$ cat src/rtl/subword_packer_pkg.sv
package subword_packer_pkg;

    // Transfer size codes on the write port.
    typedef enum logic [1:0] {
        SZ_BYTE  = 2'd0,
        SZ_HALF  = 2'd1,
        SZ_WORD  = 2'd2,
        SZ_WORD3 = 2'd3
    } wsize_e;

endpackage

$ cat src/rtl/subword_lane_merge.sv
module subword_lane_merge
    import subword_packer_pkg::*;
#(
    parameter int DATA_W = 32,
    parameter int LANE_W = 8,
    localparam int LANES = DATA_W / LANE_W,
    localparam int CNT_W = $clog2(LANES)
) (
    input  logic [DATA_W-1:0] acc_i,
    input  logic [DATA_W-1:0] data_i,
    input  logic [1:0]        size_i,
    input  logic [CNT_W-1:0]  off_i,
    output logic [DATA_W-1:0] merged_o,
    output logic [CNT_W:0]    sum_o,
    output logic              full_o
);

    logic [CNT_W:0] nbytes;

    always_comb begin
        case (wsize_e'(size_i))
            SZ_BYTE: nbytes = (CNT_W+1)'(1);
            SZ_HALF: nbytes = (CNT_W+1)'(LANES / 2);
            default: nbytes = (CNT_W+1)'(LANES);
        endcase
        sum_o  = {1'b0, off_i} + nbytes;
        full_o = (sum_o >= (CNT_W+1)'(LANES));
    end

    for (genvar i = 0; i < LANES; i++) begin : g_lane
        logic [CNT_W:0]   idx_w;
        logic [CNT_W-1:0] src;
        logic             hit;
        always_comb begin
            idx_w = (CNT_W+1)'(i);
            hit   = (idx_w >= {1'b0, off_i}) && (idx_w < sum_o);
            src   = CNT_W'(i) - off_i;
            merged_o[i*LANE_W +: LANE_W] = hit ? data_i[src*LANE_W +: LANE_W]
                                               : acc_i[i*LANE_W +: LANE_W];
        end
    end

endmodule

$ cat src/rtl/subword_byte_swap.sv
module subword_byte_swap #(
    parameter int DATA_W = 32,
    parameter int LANE_W = 8,
    localparam int LANES = DATA_W / LANE_W
) (
    input  logic [DATA_W-1:0] din_i,
    output logic [DATA_W-1:0] dout_o
);

    for (genvar i = 0; i < LANES; i++) begin : g_rev
        assign dout_o[i*LANE_W +: LANE_W] = din_i[(LANES-1-i)*LANE_W +: LANE_W];
    end

endmodule

$ cat src/rtl/subword_packer.sv
module subword_packer #(
    parameter int DATA_W = 32,
    parameter int LANE_W = 8
) (
    input  logic              clk_i,
    input  logic              rst_ni,
    input  logic              clear_i,
    input  logic              wr_en_i,
    input  logic [1:0]        wr_size_i,
    input  logic [DATA_W-1:0] wr_data_i,
    input  logic              rdy_i,
    input  logic              err_clr_i,
    input  logic              swap_wr_i,
    input  logic              swap_val_i,
    output logic              word_vld_o,
    output logic [DATA_W-1:0] word_o,
    output logic              err_o,
    output logic              swap_o
);

    localparam int LANES = DATA_W / LANE_W;
    localparam int CNT_W = $clog2(LANES);

    typedef struct packed {
        logic [CNT_W-1:0]  cnt;
        logic [DATA_W-1:0] acc;
        logic [DATA_W-1:0] word;
        logic              vld;
        logic              err;
        logic              swap;
    } state_t;

    state_t st_d, st_q;

    logic [DATA_W-1:0] merged;
    logic [DATA_W-1:0] swapped;
    logic [CNT_W:0]    sum;
    logic              full;
    logic              accept;
    logic              reject;

    subword_lane_merge #(.DATA_W(DATA_W), .LANE_W(LANE_W)) u_merge (
        .acc_i    (st_q.acc),
        .data_i   (wr_data_i),
        .size_i   (wr_size_i),
        .off_i    (st_q.cnt),
        .merged_o (merged),
        .sum_o    (sum),
        .full_o   (full)
    );

    subword_byte_swap #(.DATA_W(DATA_W), .LANE_W(LANE_W)) u_swap (
        .din_i  (merged),
        .dout_o (swapped)
    );

    always_comb begin
        accept = wr_en_i && rdy_i && !clear_i;
        reject = wr_en_i && !rdy_i;

        st_d     = st_q;
        st_d.vld = 1'b0;

        if (swap_wr_i) begin
            st_d.swap = swap_val_i;
        end

        if (err_clr_i) begin
            st_d.err = 1'b0;
        end
        if (reject) begin
            st_d.err = 1'b1;
        end

        if (clear_i) begin
            st_d.cnt = '0;
            st_d.acc = '0;
        end else if (accept) begin
            if (full) begin
                st_d.word = st_q.swap ? swapped : merged;
                st_d.vld  = 1'b1;
                st_d.cnt  = '0;
                st_d.acc  = '0;
            end else begin
                st_d.cnt = sum[CNT_W-1:0];
                st_d.acc = merged;
            end
        end
    end

    always_ff @(posedge clk_i or negedge rst_ni) begin
        if (!rst_ni) begin
            st_q      <= '0;
            st_q.swap <= 1'b1;
        end else begin
            st_q <= st_d;
        end
    end

    assign word_vld_o = st_q.vld;
    assign word_o     = st_q.word;
    assign err_o      = st_q.err;
    assign swap_o     = st_q.swap;

endmodule

$ cat config.mk
export PLATFORM = sky130hd
export DESIGN_NAME = subword_packer
export DESIGN_NICKNAME = d
export VERILOG_FILES = /design/src/rtl/subword_packer_pkg.sv /design/src/rtl/subword_lane_merge.sv /design/src/rtl/subword_byte_swap.sv /design/src/rtl/subword_packer.sv
export SDC_FILE = /design/constraint.sdc
export NUM_CORES = 1
export LEC_CHECK = 0
export BUFFER_PORTS_ARGS = -buffer_cell sky130_fd_sc_hd__buf_2
export CAP_MARGIN = 15
export CORE_ASPECT_RATIO = 0.7
export CORE_UTILIZATION = 45
export CTS_CLUSTER_DIAMETER = 100
export DETAILED_ROUTE_END_ITERATION = 8
export PLACE_DENSITY_LB_ADDON = 0.2
export SLEW_MARGIN = 20
export SYNTH_ARGS = -nofsm -noshare
export SYNTH_HDL_FRONTEND = slang
export SYNTH_HIERARCHICAL = 1
export SYNTH_SLANG_ARGS = --single-unit
export TNS_END_PERCENT = 10
$ cat constraint.sdc
create_clock -name clk_i -period 7.3 [get_ports clk_i]
set_input_delay 2.19 -clock clk_i [delete_from_list [all_inputs] [get_ports clk_i]]
set_output_delay 2.19 -clock clk_i [all_outputs]
set_load 0.02 [all_outputs]
## After elaboration in Yosys (flattened, before gate mapping)

Cells that the tools add are included.

| storage, ports and cells | value |
|---|---|
| register bits after elaboration | 69 |
| logic and storage cells | 50 |

| operators by class | value |
|---|---|
| add/sub/neg operators | 5 |
| $lt $le $gt $ge | 8 |
| eq/ne operators | 1 |
| shifts and indexed selects | 4 |
| muxes and demuxes | 13 |
| bitwise logic cells | 1 |
| reductions and logical operators | 12 |

Operators with widths:

| cell | count |
|---|---|
| 32-bit by 6-bit variable part select with 8-bit output | 4 |
| 34-bit two-way mux | 2 |
| 67-bit two-way mux | 1 |
| 33-bit two-way mux | 1 |
| 32-bit two-way mux | 1 |
| 8-bit two-way mux | 4 |
| 1-bit logical AND | 6 |
| 1-bit by 3-bit less-than comparator with 1-bit output (first input constant) | 2 |
| 2-bit by 3-bit less-than comparator with 1-bit output (first input constant) | 2 |
| 3-bit case mux with 2 select lines | 1 |
| 1-bit by 2-bit greater-or-equal comparator with 1-bit output (first input constant) | 2 |
| 2-bit nonzero test | 2 |
| 1-bit by 2-bit subtractor with 2-bit output (first input constant) | 2 |
| 2-bit subtractor (first input constant) | 2 |
| 2-bit by 3-bit adder with 3-bit output | 1 |
| 3-bit greater-or-equal comparator (second input constant) | 1 |
| 1-bit two-way mux | 3 |
| 3-bit AND reduction | 1 |
| 2-bit by 1-bit == test with 1-bit output (second input constant) | 1 |
| 2-bit greater-or-equal comparator (first input constant) | 1 |
| 1-bit zero test | 2 |
| 2-bit zero test | 1 |
| 1-bit NOT | 1 |

## Logic depth before layout (Yosys ltp)

| depth | value |
|---|---|
| word-level depth | 10 |
| depth in mapped cells | 12 |
| mapped depth without buffers | 10 |

## Modules after synthesis

The synthesis kept the hierarchy.

By module, submodules not included:

| module | instances | cells an instance | area each (um^2) | seq. area each (um^2) |
|---|---|---|---|---|
| subword_packer | 1 | 221 | 3299.4 | 1727.9 |
| subword_lane_merge | 1 | 123 | 1280.0 | 0.0 |
| subword_byte_swap | 1 | 32 | 240.2 | 0.0 |

## Least setup slack after synthesis

Ideal clock, no wire load.

| timing path | value |
|---|---|
| path type | input-to-reg |
| from | input port wr_size_i[1] |
| to | register st_q, in the netlist word_o[15] |
| setup time | 0.125 ns |
| data arrival time | 4.411 ns |
| required time | 7.175 ns |
| path slack | 2.764 ns |
| stages | 10 |
| cell sequence | nor2_1 ha_1 inv_1 fa_1 nand2b_1 a21oi_2 mux2_2 buf_4 mux2_2 mux2_4 |

| on the way | value |
|---|---|
| cells in the longest elaborated chain, start to end | 7 |
| elaborated cells between the ends (all ways) | 13 |
| those cells by class | add/sub (1); order compare (3); eq/ne (1); mux (4); reduce/logical (4) |

Ends and longest elaborated chain:

| what | RTL line | source |
|---|---|---|
| start, declared | subword_packer.sv:9 | `input logic [1:0] wr_size_i,` |
| 2-bit by 1-bit == test with 1-bit output / 2-bit zero test (equally long branches) | subword_lane_merge.sv:21 | `case (wsize_e'(size_i))` |
| 3-bit case mux with 2 select lines (*) | subword_lane_merge.sv:21 |  |
| 2-bit by 3-bit adder with 3-bit output (*) | subword_lane_merge.sv:26 | `sum_o = {1'b0, off_i} + nbytes;` |
| 2-bit by 3-bit less-than comparator with 1-bit output (*) | subword_lane_merge.sv:36 | `hit = (idx_w >= {1'b0, off_i}) && (idx_w < sum_o);` |
| 1-bit logical AND (*) | subword_lane_merge.sv:36 |  |
| 8-bit two-way mux (*) | subword_lane_merge.sv:38 | `merged_o[i*LANE_W +: LANE_W] = hit ? data_i[src*LANE_W +: LANE_W]` |
| via merged[23] | subword_packer.sv:35 | `logic [DATA_W-1:0] merged;` |
| 32-bit two-way mux (*) | subword_packer.sv:80 | `st_d.word = st_q.swap ? swapped : merged;` |
| end signal, assigned | subword_packer.sv:96 | `st_q <= st_d;` |
| end, declared | subword_packer.sv:33 | `state_t st_d, st_q;` |

Mark *: on every way through the listed nets, which the timed path passes. The rest lies on a longest branch.
A chain may end at the register's enable or synchronous reset.

## Worst setup path after layout

Ends and elaborated chain as after synthesis.

==> results by group <==
Run status
  • Outcome: completed

Clock network
  • H-tree depth: 3
  • Clock root cell: clkbuf_16
  • CTS clk-pin slew, worst paths: roughly 0.060 ns
  • Num CTS Buffers: 9
  • Hold buffers post-CTS: 0
  • Setup bufs post-CTS: 0
  • Post-cts resize count: 0
  • Clk_lat worst skew: between 0.3 and 0.4 ns
  • Clk sink count: 69
  • Clk buf depth: 2
  • CTS tree: done

Global route
  • First-pass GRT wire length: roughly 16000 microns
  • Grt total ovfl: 0
  • Met2 Use GR: 0.295
  • Largest net degree at the start of global routing: 70
  • Met1 Use GR: 0.256
  • Busiest grt layer: met2
  • Number of global-route vias before repair: just under 3000
  • Total GRT Usage: 0.187
  • Antenna violations before repair: 0
  • Global-route met3 utilization: 0.0502

Worst setup path
  • CP Capture Type: flip-flop
  • CP most frequent cell: mux2_2
  • Cells along the critical path: buf_2 > nor2_1 > ha_1 > inv_1 > fa_1 > xor2_1 > buf_4 > a21oi_2 > mux2_2 > mux2_2 > mux2_4
  • CP Max Fanout: 12
  • CP max stage delay: between 0.5 and 0.6 ns
  • Slowest stage cell, crit path: a21oi_2
  • CP arrival: between 4 and 5 ns
  • Crit path launch type: input port
  • Critical path required time: 7.52 ns
  • Crit Path Category: in2reg
  • Critical R2R Capture: word_o[15]
  • FF-to-FF Start: st_q[67]
  • Reg2Reg Setup Slack: 3.54 ns
  • Worst r2r path cells: 9

STA
  • Actual slew at the worst max-slew pin: 1.04 ns
  • Fin Hold WS: around 0.50 ns
  • Final Hold Fails: 0
  • RSZ-0062 raised after global routing: no
  • Period Utilization, post-route: 0.636
  • Fin crit period: 4.64 ns
  • Slew Limit Fails: 0
  • Setup Viol. Count Final: 0
  • Setup Skew: roughly 0.0084 ns
  • Fmax: 0.215 GHz
  • Fin Setup TNS: 0 ns
  • Slew headroom: 0.306

Logic synthesis
  • Avg Inst Size Synth: 12.8 sq um
  • Xor/xnor share of the synthesized area: 0.00182
  • Ys async rst share: 1.00
  • Sequential share of the synthesized area: 0.359
  • Largest family of logic cells by synthesized area: multiplexers
  • Ys flop type: dfrtp_1
  • Synth area leaders: dfrtp_1 35%, mux2_2 14%, buf_4 10%
  • Yosys warning total: 6
  • Adder-cell share of the synthesized area: 0.0145
  • Syn Nets: roughly 420
  • Post-synth EDFFs: 0
  • Synth Instances: approximately 380
  • Post-Syn Area: between 4000 and 5000 sq um
  • Flops & latches, synth: between 60 and 70
  • Compound-Gate Fraction of Synth Area: 0.0698
  • Simple-gate share of the synthesized area: 0.0267
  • Mux cell area share after synthesis: 0.376
  • Yosys top cell by area: dfrtp_1
  • Share of the synthesized area in the top cell type: 0.353
  • Unique masters post-synth: 27

Drt
  • DRC violations left: 0
  • DR iter-0 viols: roughly 100
  • Wire length per cell: 18.8 microns
  • Detail Route Antenna Nets: 0
  • Vias per inst: 5.52
  • Initial DRT Pass Iterations: 4
  • DR vias: 2835
  • Final WL: roughly 9700 microns

Layout
  • Syn-to-layout area delta: 4.13%
  • Filler instances: between 900 and 1000
  • N_diodes: 0
  • Share of cells above drive strength 1: 0.524
  • Final Cell Area: approximately 5000 sq um
  • Final Core Density: 0.483
  • Final nets: between 400 and 500

Die
  • Starting Density: 0.464
  • Core area: roughly 10000 sq um
  • Row Count: 31
  • I/O pin count: 77
  • Die Wd: 126 microns
  • Chip height: between 80 and 90 microns
  • Die area: ~11000 sq um

Place
  • Dpl cell area: 4680 sq um
  • Placer Congestion: between 0.7 and 0.8
  • Final HPWL DP: roughly 6300 microns
  • IO buf count: between 70 and 80

Hold path
  • Worst Hold Launch: st_q[41]
  • HP Class: reg2reg
  • Worst Hold End: st_q[41]
  • WHS Path Cells: 1

Power
  • IR drop worst, VDD: between 0.0001 and 0.00015 V
  • Power per cell area: around 260 nW/um^2
  • Pleak: between 2 and 2.5 nW
  • Total power draw: roughly 0.0013 W

Run
  • Total of max-cap violations: 0
==> stage by stage <==
step | cells | setup slack, ns
3_5_place_dp | 498 | 2.30
6_report | 514 | 2.66
2_1_floorplan | 376 | 2.76
3_3_place_gp | 498 | 2.36
5_1_grt | 514 | 2.52
4_1_cts | 514 | 2.65
==> where the power goes <==
| group | total, W | switching [W] | internal, W |
|---|---|---|---|
| clock network | 0.000498 | 0.000166 | 0.000333 |
| registers | 0.000480 | 0.0000414 | 0.000439 |
| logic | 0.000325 | 0.000160 | 0.000164 |
==> state kept, by name (all words and copies together) (netlist names) <==
register / count
st_q: 34
word_vld_o: 1
word_o: 32
err_o: 1
swap_o: 1
==> metal layers <==
metal	up-vias	share of wire
li1	1313	-
met5	-	0
met1	1437	0.50
met4	0	0.0078
met3	7	0.049
met2	78	0.44
==> logic make-up (layout without fill, tap and decap cells) <==
kind of cell               count (synthesis)  after routing
adders and majority gates                  5              5
AOI/OAI and AO/OA                         38             38
muxes                                    137            137
xor gates and xnor gates                   1              1
and+or+nand+nor                           29             29
DFF                                       69             69
buffers and inverters                     97            103
==> cell type report <==
type                    count  area (sq um)  share of cell area
clock inverters             5           100              0.0199
multi-input cells         210          2360               0.470
well taps                 132           165              0.0329
inverters                   8          30.0             0.00598
repair buffers             79           403              0.0803
flip-flops and latches     69          1730               0.345
clock buffers              11           233              0.0464
==> synthesized netlist by cell type, types with 2 or more instances <==
cell type	count
mux4_1	5
a21oi_2	2
buf_12	4
mux2_4	29
ha_1	4
buf_4	65
nand2_1	24
nand2b_1	2
mux2_2	60
inv_1	7
clkbuf_1	3
a22o_1	34
mux2i_1	32
mux4_2	11
buf_2	9
dfrtp_1	68
buf_6	7
==> worst max-delay path: cells and delay by family <==
| family | cells | cell delay (ns) |
|---|---|---|
| buffers and inverters | 3 | 0.35 |
| adder cells (fa/ha/maj) | 2 | 0.52 |
| XOR/XNOR | 1 | 0.15 |
| AND/OR/NAND/NOR | 1 | 0.10 |
| AO/OA/AOI/OAI | 1 | 0.56 |
| multiplexers | 3 | 0.97 |
==> placed cells by master, fill, tap and decap left out, drive strengths merged, types with 2 or more instances in the layout <==
cell type | netlist | layout
mux2 | 89 | 89
buf | 86 | 79
dfrtp | 68 | 68
a22o | 34 | 34
mux2i | 32 | 32
nand2 | 24 | 24
mux4 | 16 | 16
clkbuf | 3 | 11
inv | 7 | 7
ha | 4 | 4
bufinv | 0 | 3
clkinv | 1 | 3
a21oi | 2 | 2
nand2b | 2 | 2
==> worst max path at each step <==
stage,startpoint,endpoint
after CTS,wr_size_i[1],word_o[0]
after detailed placement,wr_size_i[1],word_o[31]
after global placement,wr_size_i[1],word_o[31]
final,wr_size_i[1],word_o[15]
after floorplan,wr_size_i[1],word_o[15]
after global routing,wr_size_i[1],word_o[17]
No activity file was read; power rests on OpenSTA's default activity.
